### config.mk
export PLATFORM = sky130hd
export DESIGN_NAME = kbd_rx_hold
export DESIGN_NICKNAME = d
export VERILOG_FILES = /design/src/rtl/kbd_rx_pkg.sv /design/src/rtl/kbd_flow_ctl.sv /design/src/rtl/kbd_hold_reg.sv /design/src/rtl/kbd_irq_gen.sv /design/src/rtl/kbd_rx_hold.sv
export SDC_FILE = /design/constraint.sdc
export NUM_CORES = 1
export LEC_CHECK = 0
export BUFFER_PORTS_ARGS = -buffer_cell sky130_fd_sc_hd__buf_2
export CORE_AREA = 2 2 39 41
export CTS_BUF_LIST = sky130_fd_sc_hd__clkbuf_4 sky130_fd_sc_hd__clkbuf_8
export DETAILED_ROUTE_END_ITERATION = 8
export DIE_AREA = 0 0 41 43
export HOLD_SLACK_MARGIN = 0.06
export MAX_ROUTING_LAYER = met4
export PLACE_DENSITY = 0.74
export SYNTH_ARGS = -nofsm -noshare
export SYNTH_HDL_FRONTEND = slang
export SYNTH_SLANG_ARGS = --single-unit
### constraint.sdc
create_clock -name clk -period 2.1 [get_ports clk]
set_input_delay 0.21 -clock clk [delete_from_list [all_inputs] [get_ports clk]]
set_output_delay 0.21 -clock clk [all_outputs]
set_load 0.1 [all_outputs]
### src/rtl/kbd_rx_pkg.sv
package kbd_rx_pkg;
  localparam int DATA_W_DEF = 8;
  localparam int ADDR_W_DEF = 8;

  // Address decode for the data port.
  function automatic logic addr_is(input logic [15:0] addr, input logic [15:0] target);
    return addr == target;
  endfunction

  // Next full state: a capture wins, else a clearing read drops it.
  function automatic logic next_full(input logic cur, input logic cap, input logic clr);
    if (cap) return 1'b1;
    if (clr) return 1'b0;
    return cur;
  endfunction
endpackage

### src/rtl/kbd_flow_ctl.sv
module kbd_flow_ctl #(
  parameter int ADDR_W    = 8,
  parameter int DATA_ADDR = 'h60
) (
  input  logic              clk,
  input  logic              rst_n,
  input  logic              dev_valid,
  input  logic              host_rd,
  input  logic [ADDR_W-1:0] host_addr,
  input  logic              full_q,
  output logic              accept,
  output logic              rd_hit,
  output logic              rd_clear,
  output logic              dev_retry
);
  import kbd_rx_pkg::*;
  localparam logic [15:0] TGT = 16'(DATA_ADDR);

  assign rd_hit    = host_rd && addr_is(16'(host_addr), TGT);
  assign rd_clear  = rd_hit && full_q;
  assign accept    = dev_valid && !full_q;
  assign dev_retry = dev_valid && full_q;

  AST_RETRY_WHEN_FULL: assert property (@(posedge clk) disable iff (!rst_n)
    (dev_valid && full_q) |-> (dev_retry && !accept));
  AST_NO_CAPTURE_AND_CLEAR: assert property (@(posedge clk) disable iff (!rst_n)
    !(accept && rd_clear));
endmodule

### src/rtl/kbd_hold_reg.sv
module kbd_hold_reg #(
  parameter int DATA_W = 8
) (
  input  logic              clk,
  input  logic              rst_n,
  input  logic              accept,
  input  logic              rd_clear,
  input  logic [DATA_W-1:0] din,
  output logic [DATA_W-1:0] hold_q,
  output logic              full_q
);
  import kbd_rx_pkg::*;

  always_ff @(posedge clk) begin
    if (!rst_n) begin
      full_q <= 1'b0;
      hold_q <= '0;
    end else begin
      full_q <= next_full(full_q, accept, rd_clear);
      if (accept) hold_q <= din;
    end
  end

  AST_FILL_CAPTURES: assert property (@(posedge clk) disable iff (!rst_n)
    accept |=> (full_q && hold_q == $past(din)));
  AST_NO_OVERWRITE: assert property (@(posedge clk) disable iff (!rst_n)
    (full_q && !rd_clear) |=> (full_q && $stable(hold_q)));
  AST_READ_EMPTIES: assert property (@(posedge clk) disable iff (!rst_n)
    rd_clear |=> !full_q);
endmodule

### src/rtl/kbd_irq_gen.sv
module kbd_irq_gen (
  input  logic clk,
  input  logic rst_n,
  input  logic full_q,
  output logic irq_level,
  output logic irq_pulse
);
  logic prev_q;

  always_ff @(posedge clk) begin
    if (!rst_n) prev_q <= 1'b0;
    else        prev_q <= full_q;
  end

  assign irq_level = full_q;
  assign irq_pulse = full_q && !prev_q;

  AST_PULSE_SINGLE: assert property (@(posedge clk) disable iff (!rst_n)
    irq_pulse |=> !irq_pulse);
  AST_PULSE_ON_LEVEL: assert property (@(posedge clk) disable iff (!rst_n)
    irq_pulse |-> irq_level);
endmodule

### src/rtl/kbd_rx_hold.sv
module kbd_rx_hold #(
  parameter int DATA_W    = kbd_rx_pkg::DATA_W_DEF,
  parameter int ADDR_W    = kbd_rx_pkg::ADDR_W_DEF,
  parameter int DATA_ADDR = 'h60
) (
  input  logic              clk,
  input  logic              rst_n,
  input  logic              dev_valid_i,
  input  logic [DATA_W-1:0] dev_data_i,
  output logic              dev_retry_o,
  input  logic              host_rd_i,
  input  logic [ADDR_W-1:0] host_addr_i,
  output logic [DATA_W-1:0] host_rdata_o,
  output logic              full_o,
  output logic              irq_level_o,
  output logic              irq_pulse_o
);
  logic              accept_w;
  logic              rd_hit_w;
  logic              rd_clear_w;
  logic              full_w;
  logic [DATA_W-1:0] hold_w;

  kbd_flow_ctl #(.ADDR_W(ADDR_W), .DATA_ADDR(DATA_ADDR)) u_flow (
    .clk(clk), .rst_n(rst_n), .dev_valid(dev_valid_i), .host_rd(host_rd_i),
    .host_addr(host_addr_i), .full_q(full_w), .accept(accept_w),
    .rd_hit(rd_hit_w), .rd_clear(rd_clear_w), .dev_retry(dev_retry_o)
  );

  kbd_hold_reg #(.DATA_W(DATA_W)) u_hold (
    .clk(clk), .rst_n(rst_n), .accept(accept_w), .rd_clear(rd_clear_w),
    .din(dev_data_i), .hold_q(hold_w), .full_q(full_w)
  );

  kbd_irq_gen u_irq (
    .clk(clk), .rst_n(rst_n), .full_q(full_w),
    .irq_level(irq_level_o), .irq_pulse(irq_pulse_o)
  );

  assign full_o       = full_w;
  assign host_rdata_o = rd_hit_w ? hold_w : '0;

  AST_EMPTY_READ_NO_IRQ: assert property (@(posedge clk) disable iff (!rst_n)
    (rd_hit_w && !full_w && !dev_valid_i) |=> !irq_level_o);
  AST_MISS_READ_KEEPS: assert property (@(posedge clk) disable iff (!rst_n)
    (host_rd_i && !rd_hit_w && full_w) |=> full_w);
endmodule

==> impl_metrics.toml, run 1 <==
[sta]
rsz0062_at_grt = "no"
final.period_utilization_pct = 90.1
tns_ns = 0
maxSlewViolCount = 0
min_period_ns = 1.89
max_freq_ghz = 0.529
setup_viol = 0
finalHoldViolations = 0
timing.slew.headroom_pct = 67.8
worstMarginPinSlew_ns = 0.487
skew_ns = 0.00459

[routing]
via_count = 428
drt-vias-per-instance = 4.51
routed_wl_um = 1030
first_iter_violations = 1
final_antenna_net_count = 0
drcViolationCount = 0
wire_per_inst_um = 10.9
dr.pass1.iters = 2

[synthesis]
yosysSeqAreaShare_pct = 42.6
yosysWarningCount = 0
synth_nets = 65
yosysUniqueCellTypes = 11
synth_area_um2 = 470
ys_seq_elements = 10
avgSynthCellArea_um2 = 10.5
synth_cells = 45

[die]
row_count = 14
design.portCount = 32
fp.dieW_um = 41
initial_core_util_pct = 34.0
die_h_um = 43
die_area_mm2 = 0.00176
core_area_mm2 = 0.00138

[min_path]
min_path_type = "input port to flip-flop"

[clock_network]
clk_latency_ns = 0.26
htree_num_levels = 1
ctsLongestPathBuffers = 2
cts_resized = 0
cts_buffers = 3
clkSlewWorstSetupHoldPaths_ns = 0.07
ctsHoldBuffers = 0
cts_tree = "built"
cts.sinks = 10
root_buffer = "clkbuf_4"
post_cts_buffers = 0

[critical_path]
crit_path_end_kind = "output port"
critPathMaxFanout = 9
crit_required_ns = 1.89
startpoint_type = "input port"
rrSetupSlack_ns = 1.03
critPathKind = "input port to output port"
crit_arrival_ns = 1.68

[placement]
hpwl_um = 807
port-buffer-count = 31
gp_congestion = 0.658

[power_and_ir_drop]
p_per_area_mw_per_mm2 = 592
p_leak_nw = 0.364
ir_drop_uv = 409
p_total_uw = 477

[finish]
num_antenna_cells = 0
drive_gt1_share_pct = 49.4
area_growth_syn_to_layout_pct = 71.0
final_nets = 100

[status]
status = "finished, final reports clean"

[global_routing]
track_usage_pct = 14.2
grt_max_degree = 11
globalRouteOverflowTotal = 0
grt_pass1_vias = 442
grt_antenna_before_repair = 0
grt_pass1_wl_um = 1660

[flow_run]
drv_cap = 0
==> per-layer routing <==
metal / GRT usage, % / vias to the layer above / share of wire, %
li1: - / 217 / -
met1: 14.1 / 184 / 35
met2: 25.3 / 25 / 53
met3: 3.66 / 2 / 11
met4: 4.00 / 0 / 1.1
met5: - / - / 0
==> synthesized netlist by cell type <==
| master | count | area share, % |
|---|---|---|
| or4b_4 | 1 | 2.9 |
| and2_1 | 10 | 13 |
| nand3b_1 | 1 | 1.6 |
| buf_4 | 1 | 1.6 |
| a21oi_1 | 1 | 1.1 |
| nor4_4 | 1 | 4.5 |
| nor2b_1 | 10 | 13 |
| mux2i_1 | 8 | 17 |
| buf_2 | 1 | 1.1 |
| dfxtp_1 | 10 | 43 |
| o21ai_0 | 1 | 1.1 |
==> cell type report <==
class | count | area (um^2)
timing repair buffer | 32 | 283
tap | 16 | 20.0
clock buffer | 4 | 36.3
sequential | 10 | 200
multi-input combinational | 33 | 265
fill | 123 | 579
==> worst max-delay path: stages <==
cell and delay [ns]:
buf_2 0.10, or4b_4 0.54, nor4_4 0.39, and2_1 0.25, buf_12 0.19
==> power by group <==
| group | internal (mW) | switching (mW) |
|---|---|---|
| Sequential | 0.201 | 0.00649 |
| Clock | 0.105 | 0.0665 |
| Combinational | 0.0360 | 0.0611 |
| Total | 0.342 | 0.134 |
==> registers in the layout, indices dropped and copies added (netlist names) <==
name,flops
u_hold.full_q,1
u_hold.hold_q,8
u_irq.prev_q,1
==> cells in the final DEF (no fill, tap or decap) <==
cell	synthesis	layout
a21oi_1	1	1
and2_1	10	10
buf_12	0	8
buf_2	1	23
buf_4	1	1
clkbuf_4	0	3
clkbuf_8	0	1
dfxtp_1	10	10
mux2i_1	8	8
nand3b_1	1	1
nor2b_1	10	9
nor2b_4	0	1
nor4_4	1	1
o21ai_0	1	1
or4b_4	1	1
==> logic make-up after synthesis <==
logic type | count (synthesis) | synth area share, %
multiplexers | 8 | 17.0
AND/OR/NAND/NOR | 23 | 35.6
flip-flops | 10 | 42.6
buffers and inverters | 2 | 2.66
AO/OA/AOI/OAI | 2 | 2.13
==> per-stage QoR <==
| stage | cell area (um^2) | hold WS [ns] | util (%) | instances | worst slack (ns) |
|---|---|---|---|---|---|
| finish | 805 | 0.198 | 58.1 | 95 | 0.209 |
| global route | 805 | 0.200 | 58.1 | 95 | 0.0893 |
| CTS | 805 | 0.201 | 58.1 | 95 | 0.160 |
| detailed placement | 768 | 0.478 | 55.5 | 91 | 0.172 |
| global placement | 768 | 0.469 | 55.5 | 91 | 0.192 |
| floorplan | 478 | 0.337 | - | 45 | 0.00249 |
==> path summary, 6_finish.rpt <==
| check | cells after the start | start | end |
|---|---|---|---|
| max | 5 | host_addr_i[1] | host_rdata_o[5] |
| min | 3 | dev_data_i[7] | u_hold.hold_q[7]$_SDFFE_PN0P_ |
| max reg2reg | 4 | u_hold.full_q$_SDFFE_PN0P_ | u_hold.hold_q[2]$_SDFFE_PN0P_ |
| min reg2reg | 2 | u_hold.hold_q[7]$_SDFFE_PN0P_ | u_hold.hold_q[7]$_SDFFE_PN0P_ |
(Power assumes the default switching activity.)
==> run 2: changes to the inputs <==
Settings changed: TNS_END_PERCENT set to 5.
Clock period 2.1 ns to 1.8 ns, I/O delays scaled along.
==> impl_metrics.toml, run 2 (synthesis results as in run 1) <==
[routing]
drt-vias-per-instance = 4.66
drcViolationCount = 0
wire_per_inst_um = 12.1
routed_wl_um = 1190
final_antenna_net_count = 0
dr.pass1.iters = 4
first_iter_violations = 3
via_count = 457

[critical_path]
critPathMaxFanout = 5
rr_worst_depth = 4
rrSetupSlack_ns = 0.73
crit_arrival_ns = 1.57
crit_required_ns = 1.62
startpoint_type = "input port"
reg2reg_to = "u_hold.hold_q[5]$_SDFFE_PN0P_"
critPathKind = "input port to output port"
r2r_start = "u_hold.full_q$_SDFFE_PN0P_"
crit_path_end_kind = "output port"

[die]
die_area_mm2 = 0.00176
initial_core_util_pct = 34.0
design.portCount = 32
row_count = 14
fp.dieW_um = 41
core_area_mm2 = 0.00138
die_h_um = 43

[finish]
top_regs = "u_hold.hold_q (8), u_hold.full_q (1), u_irq.prev_q (1)"
finalNonFillerCells = 98
final_common_cell = "buf_2"
drive_gt1_share_pct = 62.2
final_cell_mix = "buf_2 (22), dfxtp_1 (10), nor2b_1 (9)"
num_antenna_cells = 0
largest_register_ffs = 8
area_growth_syn_to_layout_pct = 81.6
final_nets = 103
max_flop_register = "u_hold.hold_q"

[power_and_ir_drop]
ir_drop_uv = 364
p_total_uw = 559
p_per_area_mw_per_mm2 = 655
p_leak_nw = 0.394

[status]
status = "finished, final reports clean"

[sta]
max_freq_ghz = 0.572
skew_ns = 0.00303
worstMarginPinSlew_ns = 0.485
rsz0062_at_grt = "no"
finalHoldViolations = 0
min_period_ns = 1.75
timing.slew.headroom_pct = 67.9
tns_ns = 0
setup_viol = 0
maxSlewViolCount = 0
final.period_utilization_pct = 97.1

[clock_network]
clkSlewWorstSetupHoldPaths_ns = 0.07
cts_tree = "built"
root_buffer = "clkbuf_4"
clk_latency_ns = 0.27
cts_buffers = 3
htree_num_levels = 1
ctsLongestPathBuffers = 2
cts.sinks = 10

[min_path]
hp-start = "dev_data_i[4]"
hold_depth = 3
min_path_type = "input port to flip-flop"
hold_path_end = "u_hold.hold_q[4]$_SDFFE_PN0P_"

[global_routing]
grt_max_degree = 11
globalRouteOverflowTotal = 0
grt_antenna_before_repair = 0
track_usage_pct = 17.2
grt_pass1_wl_um = 1860
grt_pass1_vias = 444

[placement]
hpwl_um = 889
port-buffer-count = 31
placed_cells = 91
gp_congestion = 0.698

[flow_run]
drv_cap = 0
-- run 2: layer usage --
layer  vias to the layer above  track usage, %  part of all wire [%]
met5                         -               -                     0
met4                         0            10.0                   1.9
met3                         4            6.28                   8.2
met2                        22            28.4                    57
met1                       207            15.7                    33
li1                        224               -                     -
-- run 2: worst max path at each step --
stage	startpoint	to	slack, ns
detailed placement	host_addr_i[1]	host_rdata_o[2]	-0.08
global placement	host_addr_i[1]	host_rdata_o[7]	-0.01
global route	host_addr_i[4]	host_rdata_o[5]	0.007
CTS	host_addr_i[4]	host_rdata_o[0]	-0.02
floorplan	host_addr_i[1]	host_rdata_o[1]	-0.22
finish	host_addr_i[4]	host_rdata_o[5]	0.05
-- run 2: layout make-up --
cell class | instances | area, um^2
Clock buffer | 4 | 36.3
Tap cell | 16 | 20.0
Multi-Input combinational cell | 33 | 287
Timing Repair Buffer | 35 | 312
Sequential cell | 10 | 200
Fill cell | 115 | 529
-- run 2: worst max-delay path, stage by stage --
cell    delay (ns)
buf_6         0.09
or4b_4        0.54
nor4_4        0.25
buf_4         0.19
and2_4        0.15
buf_12        0.16
-- run 2: power breakdown --
| part | leakage [nW] | switching (mW) | total (mW) | internal, mW |
|---|---|---|---|---|
| Clock | 0.0210 | 0.0776 | 0.201 | 0.123 |
| Combinational | 0.291 | 0.0719 | 0.115 | 0.0436 |
| Sequential | 0.0824 | 0.00855 | 0.243 | 0.235 |
-- run 2: what timing repair did --
action	CTS	global route
gates cloned	1	0
buffers inserted	2	0
hold endpoints to repair	0	0
endpoints found under the setup margin	8	8
hold buffers	0	0
pin swaps	8	1
gates resized for setup	10	1
-- run 2: stage by stage --
stage          hold WS, ns  util [%]  area [um^2]  setup slack, ns
2_1_floorplan        0.307         -          480           -0.215
3_3_place_gp         0.439      55.7          771          -0.0123
3_5_place_dp         0.450      55.7          771          -0.0755
4_1_cts              0.161      61.6          852          -0.0169
5_1_grt              0.183      61.8          855          0.00662
6_report             0.172      61.8          855           0.0527
